==> config.mk <==
export PLATFORM = sky130hd
export DESIGN_NAME = disp_ctl_unit
export DESIGN_NICKNAME = d
export VERILOG_FILES = /design/src/rtl/dcu_pkg.sv /design/src/rtl/dcu_readback_q.sv /design/src/rtl/dcu_ctl_regs.sv /design/src/rtl/disp_ctl_unit.sv
export SDC_FILE = /design/constraint.sdc
export NUM_CORES = 1
export LEC_CHECK = 0
export BUFFER_PORTS_ARGS = -buffer_cell sky130_fd_sc_hd__buf_4
export CAP_MARGIN = 25
export CORE_ASPECT_RATIO = 1.5
export CORE_UTILIZATION = 50
export CTS_CLUSTER_DIAMETER = 40
export DETAILED_ROUTE_END_ITERATION = 12
export PLACE_DENSITY = 0.69
export SLEW_MARGIN = 20
export SYNTH_ARGS = -nofsm -noshare
export SYNTH_HDL_FRONTEND = slang
export SYNTH_HIERARCHICAL = 1
export SYNTH_SLANG_ARGS = --single-unit
==> constraint.sdc <==
create_clock -name clk -period 8.4 [get_ports clk]
set_input_delay 0.42 -clock clk [delete_from_list [all_inputs] [get_ports clk]]
set_output_delay 0.42 -clock clk [all_outputs]
set_load 0.05 [all_outputs]
==> src/rtl/dcu_pkg.sv <==
package dcu_pkg;
  localparam int unsigned WORD_W    = 32;
  localparam logic [31:0] STAT_INIT = 32'h1480_2000;
  localparam logic [23:0] HR_INIT   = 24'hC6_0260;
  localparam logic [19:0] VR_INIT   = 20'h3_FC10;
  localparam logic [31:0] ALL_ONES  = 32'hFFFF_FFFF;

  typedef enum logic [7:0] {
    OP_DISCARD = 8'h01,
    OP_DIR     = 8'h04,
    OP_START   = 8'h05,
    OP_HRANGE  = 8'h06,
    OP_VRANGE  = 8'h07,
    OP_MODE    = 8'h08
  } ctl_op_e;

  typedef enum logic [1:0] {
    DIR_OFF  = 2'd0,
    DIR_ON   = 2'd1,
    DIR_IN   = 2'd2,
    DIR_OUT  = 2'd3
  } dma_dir_e;

  // Request line chosen by the direction field
  function automatic logic req_select(input logic [1:0] dir, input logic q_empty);
    case (dir)
      DIR_OFF: req_select = 1'b0;
      DIR_ON:  req_select = 1'b1;
      DIR_IN:  req_select = q_empty;
      default: req_select = !q_empty;
    endcase
  endfunction

  // Live status: stored bits with the queue flags, request and direction overlaid
  function automatic logic [31:0] build_status(input logic [31:0] base,
                                               input logic [1:0] dir,
                                               input logic q_empty);
    logic [31:0] s;
    s        = base;
    s[30:29] = dir;
    s[28]    = q_empty;
    s[27]    = !q_empty;
    s[26]    = q_empty;
    s[25]    = req_select(dir, q_empty);
    return s;
  endfunction

  // Display mode argument folded into the stored status bits
  function automatic logic [31:0] apply_mode(input logic [31:0] base, input logic [23:0] arg);
    logic [31:0] s;
    s        = base;
    s[17:16] = arg[1:0];
    s[19]    = arg[2];
    s[20]    = arg[3];
    s[21]    = arg[4];
    s[22]    = arg[5];
    s[18]    = arg[6];
    s[14]    = arg[7];
    return s;
  endfunction
endpackage

==> src/rtl/dcu_readback_q.sv <==
module dcu_readback_q #(
  parameter int unsigned DEPTH = 16,
  parameter int unsigned DW    = 32
) (
  input  logic          clk,
  input  logic          rst_n,
  input  logic          push,
  input  logic [DW-1:0] push_data,
  input  logic          pop,
  output logic [DW-1:0] head,
  output logic          empty,
  output logic          overflow
);
  localparam int unsigned AW = $clog2(DEPTH);
  localparam int unsigned CW = AW + 1;

  logic [DW-1:0] mem [DEPTH];
  logic [AW-1:0] wp, rp;
  logic [CW-1:0] cnt;
  logic          full, do_pop, do_push, drop_evt;

  assign empty    = (cnt == '0);
  assign full     = (cnt == CW'(DEPTH));
  assign do_pop   = pop && !empty;
  assign do_push  = push && (!full || do_pop);
  assign drop_evt = push && full && !do_pop;
  assign head     = mem[rp];

  function automatic logic [AW-1:0] wrap_inc(input logic [AW-1:0] p);
    return (p == AW'(DEPTH - 1)) ? '0 : p + 1'b1;
  endfunction

  always_ff @(posedge clk) begin
    if (do_push) mem[wp] <= push_data;
  end

  always_ff @(posedge clk or negedge rst_n) begin
    if (!rst_n) begin
      wp       <= '0;
      rp       <= '0;
      cnt      <= '0;
      overflow <= 1'b0;
    end else begin
      if (do_push) wp <= wrap_inc(wp);
      if (do_pop)  rp <= wrap_inc(rp);
      cnt <= cnt + CW'(do_push) - CW'(do_pop);
      if (drop_evt) overflow <= 1'b1;
    end
  end

  a_r7_count_bound: assert property (@(posedge clk) disable iff (!rst_n) cnt <= CW'(DEPTH));
  a_r7_ovf_sticky: assert property (@(posedge clk) disable iff (!rst_n) overflow |=> overflow);
  a_r7_drop_sets_ovf: assert property (@(posedge clk) disable iff (!rst_n) drop_evt |=> overflow);
  a_r6_pop_shrinks: assert property (@(posedge clk) disable iff (!rst_n)
    (do_pop && !do_push) |=> (cnt == $past(cnt) - 1'b1));
endmodule

==> src/rtl/dcu_ctl_regs.sv <==
module dcu_ctl_regs
  import dcu_pkg::*;
(
  input  logic        clk,
  input  logic        rst_n,
  input  logic        ctl_we,
  input  logic [31:0] ctl_wdata,
  output logic [31:0] stat_base,
  output logic [1:0]  dir,
  output logic [18:0] disp_start,
  output logic [23:0] hrange,
  output logic [19:0] vrange,
  output logic        discard
);
  logic [7:0]  op;
  logic [23:0] arg;

  assign op      = ctl_wdata[31:24];
  assign arg     = ctl_wdata[23:0];
  assign discard = ctl_we && (op == OP_DISCARD);

  always_ff @(posedge clk or negedge rst_n) begin
    if (!rst_n) begin
      stat_base  <= STAT_INIT;
      dir        <= DIR_OFF;
      disp_start <= '0;
      hrange     <= HR_INIT;
      vrange     <= VR_INIT;
    end else if (ctl_we) begin
      case (op)
        OP_DIR:    dir        <= arg[1:0];
        OP_START:  disp_start <= arg[18:0];
        OP_HRANGE: hrange     <= arg;
        OP_VRANGE: vrange     <= arg[19:0];
        OP_MODE:   stat_base  <= apply_mode(stat_base, arg);
        default:   ;
      endcase
    end
  end

  a_r2_start_hold: assert property (@(posedge clk) disable iff (!rst_n)
    !ctl_we |=> $stable(disp_start) && $stable(hrange) && $stable(vrange));
  a_r3_mode_only: assert property (@(posedge clk) disable iff (!rst_n)
    1'b1 |=> (stat_base[13:0] == $past(stat_base[13:0])) && (stat_base[31:23] == $past(stat_base[31:23])));
  a_r4_dir_hold: assert property (@(posedge clk) disable iff (!rst_n)
    !(ctl_we && op == OP_DIR) |=> $stable(dir));
endmodule

==> src/rtl/disp_ctl_unit.sv <==
module disp_ctl_unit
  import dcu_pkg::*;
#(
  parameter int unsigned RB_DEPTH = 16
) (
  input  logic        clk,
  input  logic        rst_n,
  input  logic        reg_wr,
  input  logic        reg_rd,
  input  logic [7:0]  reg_off,
  input  logic [31:0] reg_wdata,
  output logic [31:0] reg_rdata,
  input  logic        dma_rd,
  output logic [31:0] dma_rdata,
  input  logic        dma_wr,
  input  logic [31:0] dma_wdata,
  output logic        dma_req,
  input  logic        rb_push,
  input  logic [31:0] rb_data,
  output logic        cmd_valid,
  output logic [31:0] cmd_data,
  output logic        cmd_discard,
  output logic [31:0] status_word,
  output logic [18:0] disp_start,
  output logic [23:0] hrange,
  output logic [19:0] vrange,
  output logic        rb_overflow
);
  localparam logic [7:0] OFF_DATA = 8'h00;
  localparam logic [7:0] OFF_CTRL = 8'h04;

  logic        hit_data, hit_ctrl, ctl_we;
  logic        reg_pop, dma_pop, q_empty;
  logic [31:0] q_head, stat_base;
  logic [1:0]  dir;

  assign hit_data = (reg_off == OFF_DATA);
  assign hit_ctrl = (reg_off == OFF_CTRL);
  assign ctl_we   = reg_wr && hit_ctrl;
  assign reg_pop  = reg_rd && hit_data;
  assign dma_pop  = dma_rd && (dir == DIR_OUT);

  dcu_readback_q #(.DEPTH(RB_DEPTH), .DW(WORD_W)) u_q (
    .clk(clk), .rst_n(rst_n), .push(rb_push), .push_data(rb_data),
    .pop(reg_pop || dma_pop), .head(q_head), .empty(q_empty), .overflow(rb_overflow)
  );

  dcu_ctl_regs u_regs (
    .clk(clk), .rst_n(rst_n), .ctl_we(ctl_we), .ctl_wdata(reg_wdata),
    .stat_base(stat_base), .dir(dir), .disp_start(disp_start),
    .hrange(hrange), .vrange(vrange), .discard(cmd_discard)
  );

  assign status_word = build_status(stat_base, dir, q_empty);
  assign dma_req     = req_select(dir, q_empty);

  always_comb begin
    reg_rdata = ALL_ONES;
    if (reg_rd && hit_data && !q_empty) reg_rdata = q_head;
    else if (reg_rd && hit_ctrl)        reg_rdata = status_word;
  end

  assign dma_rdata = (dma_pop && !q_empty) ? q_head : ALL_ONES;

  always_comb begin
    cmd_valid = 1'b0;
    cmd_data  = '0;
    if (reg_wr && hit_data) begin
      cmd_valid = 1'b1;
      cmd_data  = reg_wdata;
    end else if (dma_wr && dir == DIR_IN) begin
      cmd_valid = 1'b1;
      cmd_data  = dma_wdata;
    end
  end

  a_r5_flags_exclusive: assert property (@(posedge clk) disable iff (!rst_n)
    status_word[27] != status_word[26]);
  a_r4_req_in_status: assert property (@(posedge clk) disable iff (!rst_n)
    dma_req == status_word[25]);
  a_r8_wrong_dir_dma: assert property (@(posedge clk) disable iff (!rst_n)
    (dma_rd && dir != DIR_OUT) |=> $stable(status_word[27]) || $past(rb_push) || $past(reg_rd));
  a_r9_dma_blocked: assert property (@(posedge clk) disable iff (!rst_n)
    (dma_wr && !reg_wr && dir != DIR_IN) |-> !cmd_valid);
endmodule

=== Word level (Yosys, flattened, before mapping) ===
Memories as Yosys holds them, arrays and structs flattened.
Cells that the tools add are included.

* Flip-flop bits (word level): 87
* Bits in latches: 0
* Bits in writable memories: 512
* Memory bits (read-only): 0
* Bits of input ports: 111
* Output and inout bits: 195
* Word-level logic and storage cells: 65
* Memories kept: 1

* Add/subtract/negate cells: 4
* $mul: 0
* Div/mod/pow operators: 0
* $lt $le $gt $ge: 0
* Eq/ne operators: 13
* Shift operators: 0
* Muxes and demuxes: 12
* Bitwise logic cells: 0
* Reduce and logical (&&, ||, !) cells: 26

{| class="wikitable"
|+ Memories
! memory !! depth !! bits a word !! read ports !! clocked after Yosys merged registers in !! write ports !! line !! RTL
|-
| u_q.mem || 16 || 32 || 1 || 0 || 1 || dcu_readback_q.sv:17 || <nowiki>logic [DW-1:0] mem [DEPTH];</nowiki>
|}

{| class="wikitable"
|+ Operator list
! cell !! number
|-
| $mux 32 || 5
|-
| $eq 8x3->1 const B || 5
|-
| $logic_and 1x1->1 || 13
|-
| $reduce_and 2->1 || 5
|-
| $add 4x1->4 const B || 2
|-
| $eq 4x4->1 const B || 2
|-
| $eq 8x1->1 const B || 1
|-
| $eq 8x4->1 const B || 1
|-
| $logic_not 8->1 || 1
|-
| $mux 4 || 2
|-
| $add 5x1->5 || 1
|-
| $eq 5x5->1 const B || 1
|-
| $logic_not 5->1 || 1
|-
| $sub 5x1->5 || 1
|-
| $eq 2x2->1 const B || 2
|-
| $mux 1 || 4
|-
| $logic_not 1->1 || 3
|-
| $pmux 1 s3 || 1
|-
| $eq 2x1->1 const B || 1
|-
| $logic_not 2->1 || 1
|-
| $logic_or 1x1->1 || 2
|}

=== Logic depth before layout (Yosys ltp) ===
* Word-level depth: 8
* Depth in mapped cells: 14
* Depth with buffers taken out: 13

=== Hierarchy ===
Netlist, hierarchy kept.

{| class="wikitable"
|+ Modules (own cells, without submodules)
! module !! times used !! cells each !! area an instance (µm²) !! seq. area each (µm²)
|-
| dcu_readback_q || 1 || 877 || 20043.0 || 15725.1
|-
| dcu_ctl_regs || 1 || 190 || 3090.5 || 1846.8
|-
| disp_ctl_unit || 1 || 238 || 1398.8 || 0.0
|}

=== Least setup slack after synthesis ===
No wires, ideal clock.

* Kind: register to register
* Start: register u_regs.dir[0]
* End: memory u_q.mem[3][0], enable pin
* Library setup time: 461 ps
* Data arrival time: 3902 ps
* Data required time: 7939 ps
* Path slack: 4037 ps
* Stages on the path, launching flop included: 7
* Buffers on the path: 1
* Clock period less this slack: 4363 ps
* Cell sequence: dfrtp_1 -> nand3_1 -> clkbuf_1 -> o21ai_0 -> nand2b_1 -> o211ai_1 -> nor3_1

* Cells in the longest elaborated chain, start to end: 8

{| class="wikitable"
|+ RTL lines
! what !! line !! RTL
|-
| start: declaration || dcu_ctl_regs.sv:9 || <nowiki>output logic [1:0] dir,</nowiki>
|-
| start signal: assignment || dcu_ctl_regs.sv:31 || <nowiki>OP_DIR: dir <= arg[1:0];</nowiki>
|-
| $eq 2x2->1 || disp_ctl_unit.sv:41 || <nowiki>assign dma_pop = dma_rd && (dir == DIR_OUT);</nowiki>
|-
| $logic_and 1x1->1 || disp_ctl_unit.sv:41 ||
|-
| $logic_or 1x1->1 || disp_ctl_unit.sv:45 || <nowiki>.pop(reg_pop || dma_pop), .head(q_head), .empty(q_empty), .overflow(rb_overflow)</nowiki>
|-
| $logic_and 1x1->1 || dcu_readback_q.sv:24 || <nowiki>assign do_pop = pop && !empty;</nowiki>
|-
| $logic_or 1x1->1 || dcu_readback_q.sv:25 || <nowiki>assign do_push = push && (!full || do_pop);</nowiki>
|-
| $logic_and 1x1->1 || dcu_readback_q.sv:25 ||
|-
| $mux 1 || dcu_readback_q.sv:34 || <nowiki>if (do_push) mem[wp] <= push_data;</nowiki>
|-
| $mux 1 (implied by the code) || dcu_readback_q.sv:34 ||
|-
| end: declaration || dcu_readback_q.sv:17 ||
|}

No other way between the ends.

=== Worst setup path in the final report ===
* Start: register u_q.rp[0]
* End: output port dma_rdata[30]

* Cells in the longest elaborated chain, start to end: 2

{| class="wikitable"
|+ RTL lines
! what !! line !! RTL
|-
| start: declaration || dcu_readback_q.sv:18 || <nowiki>logic [AW-1:0] wp, rp;</nowiki>
|-
| start signal: assignment || dcu_readback_q.sv:45 || <nowiki>if (do_pop) rp <= wrap_inc(rp);</nowiki>
|-
| $mem_v2 16x32 || -- ||
|-
| via q_head[30] || disp_ctl_unit.sv:34 || <nowiki>logic [31:0] q_head, stat_base;</nowiki>
|-
| $mux 32 || disp_ctl_unit.sv:63 || <nowiki>assign dma_rdata = (dma_pop && !q_empty) ? q_head : ALL_ONES;</nowiki>
|-
| end: declaration || disp_ctl_unit.sv:14 || <nowiki>output logic [31:0] dma_rdata,</nowiki>
|}

The timed path passes the listed nets, and every way through them passes these cells.

==> metrics.cfg <==
[synthesis]
syn_area_um2=24500
syn_avg_cell_area_um2=18.9
yosysWarnings=6
synthCells=1299

[power]
vdd.ir_drop.worst_mv=0.161
seqPwrFrac_pct=53.2
p_per_area_nw_per_um2=233
p_leak_nw=10.3
intPower_mw=5.13
power_frac_comb_pct=10.7
power.share.switching_pct=24.0
clockPowerShare_pct=36.1
p_sw_mw=1.62

[sta]
fin_crit_ns=4.25
skew_ns=0.0155
whs_ns=0.0964
maxSlewViolCount=0
setup_violations=0
slew_headroom_pct=27.8
fin_tns_setup_ns=0
period_share_pct=50.6
max_slew.worst_pin.slew_ns=1.08
rsz0062_at_grt=no
finalHoldViolCount=0
max_freq_ghz=0.235

[drt]
wl_um=60200
via_count=13400
drc_errors=0
route.antenna.remaining_nets=0
first_iter_violations=903
post_drt_wl_per_cell_um=26.3
drt-vias-per-instance=5.83
dr.pass1.iters=5

[critical_path]
rrSetupSlack_ns=5.14
cp-start-kind=flop
crit_top_cell=buf_4
path_buf_inv=2
required_ns=7.98
arrival_ns=3.83
crit_path_top_delay_cell=buf_4
cp_max_fo=46
crit_chain=buf_4 > mux4_2 > o22ai_1 > nor2_1 > or3_1 > buf_4
critPathCaptureType=output pin
path_class=reg -> out
cp_top_family=buffers and inverters
cpPeakStageDelay_ns=0.78

[cts]
cts_root_buffer=clkbuf_16
cts.htree.levels=2
cts.clk_slew.worst_paths_ns=0.06
clk_path_buf_depth=3
cts_buffers=56
clkLatencyLatePin_ns=0.58
cts_tree=yes
clkSinkCount=599

[floorplan]
die_width_um=183
coreArea_um2=48400
start_util_pct=50.6
row_count=99
num_io_pins=306
die-area_um2=49900
die_h_um=273

[job]
cap_violations=0

[placement]
io_buffer_count=287
dpl.hpwl_um=38100
gp_congestion=0.792

[worst_hold_path]
hold_path.class=in -> reg

[cells_and_area]
area.growth.synth_to_final_pct=18.5
layout-drive-gt1-share_pct=39.5
final_net_count=1714

[global_route]
grt_pass1_vias=13700
grt_pass1_wl_um=87100
grt-ovfl-total=0
antenna_found_initial=1
grt_usage_pct=24.2
grt_max_degree=68

[outcome]
outcome=finished clean

==> what timing repair did <==
item                                    4_1_cts  5_1_grt
hold endpoints to repair                     30        0
setup buffers                                 0        0
hold buffers                                  1        0
endpoints found under the setup margin        0        0
gates resized for setup                       0        0
==> registers in the layout, summed over array words and instances, names as in the netlist <==
name and flops:
u_regs/hrange 24, u_regs/vrange 20, u_q/rp 4, u_q/cnt 5, u_regs/dir 2, u_regs/disp_start 19
u_q/mem 512, u_q/wp 4, u_regs/stat_base 8, u_q/overflow 1
==> metrics by stage <==
step / cells / power [mW] / setup slack [ns] / instance area [um2] / utilization (%)
6_report: 2293 / 6.75 / 4.15 / 29000 / 59.9
3_3_place_gp: 2180 / 4.31 / 4.60 / 27100 / 55.9
2_1_floorplan: 1315 / 4.05 / 4.04 / 24500 / -
4_1_cts: 2288 / 6.80 / 4.05 / 29000 / 59.8
5_1_grt: 2291 / 6.97 / 3.89 / 29000 / 59.9
3_5_place_dp: 2186 / 4.37 / 4.59 / 27200 / 56.1
==> routing by layer <==
metal | routed length (um) | part of all wire [%] | GRT usage, %
met5 | 0 | 0 | 0
met4 | 1850 | 3.1 | 8.80
met3 | 5110 | 8.5 | 4.84
met2 | 31000 | 51 | 42.5
met1 | 22300 | 37 | 29.7
==> cell usage in the layout (no fill, tap or decap), types with 14 or more instances in the layout <==
cell type / count
mux2_2: 58
clkinv_1: 14
conb_1: 18
nand2_1: 66
mux2_4: 20
nor2_1: 37
inv_1: 42
buf_4: 309
dfrtp_1: 68
or3_1: 32
dfstp_2: 16
edfxtp_1: 512
o22ai_1: 92
mux2i_1: 32
mux4_2: 128
clkbuf_16: 57
==> power by group through the flow <==
stage / registers, mW / clock network (mW) / logic [mW]
4_1_cts: 3.59 / 2.49 / 0.720
3_5_place_dp: 3.65 / 0 / 0.717
2_1_floorplan: 3.62 / 0 / 0.425
3_3_place_gp: 3.64 / 0 / 0.675
5_1_grt: 3.61 / 2.59 / 0.773
6_report: 3.59 / 2.44 / 0.721
==> layout make-up <==
| cell class | instances | area [um2] |
|---|---|---|
| Fill cell | 3574 | 19400 |
| Sequential cell | 599 | 17600 |
| Timing Repair Buffer | 318 | 2500 |
| Inverter | 43 | 161 |
| Tap cell | 656 | 821 |
| Multi-Input combinational cell | 573 | 6180 |
| Clock inverter | 30 | 258 |
| Clock buffer | 71 | 1510 |
| Antenna cell | 3 | 7.51 |
==> worst paths after layout <==
check / from / cells after the start / to
setup / recovery: u_q/rp[0] / 6 / dma_rdata[30]
hold / removal: reg_wdata[19] / 2 / u_regs/hrange[19]
setup reg to reg: u_regs/dir[0] / 6 / u_q/mem[3][15]
hold reg to reg: u_q/overflow / 1 / u_q/overflow
max in group asynchronous: rst_n / 3 / u_q/rp[1]
min in group asynchronous: rst_n / 2 / u_regs/disp_start[10]
(Power assumes the default switching activity.)
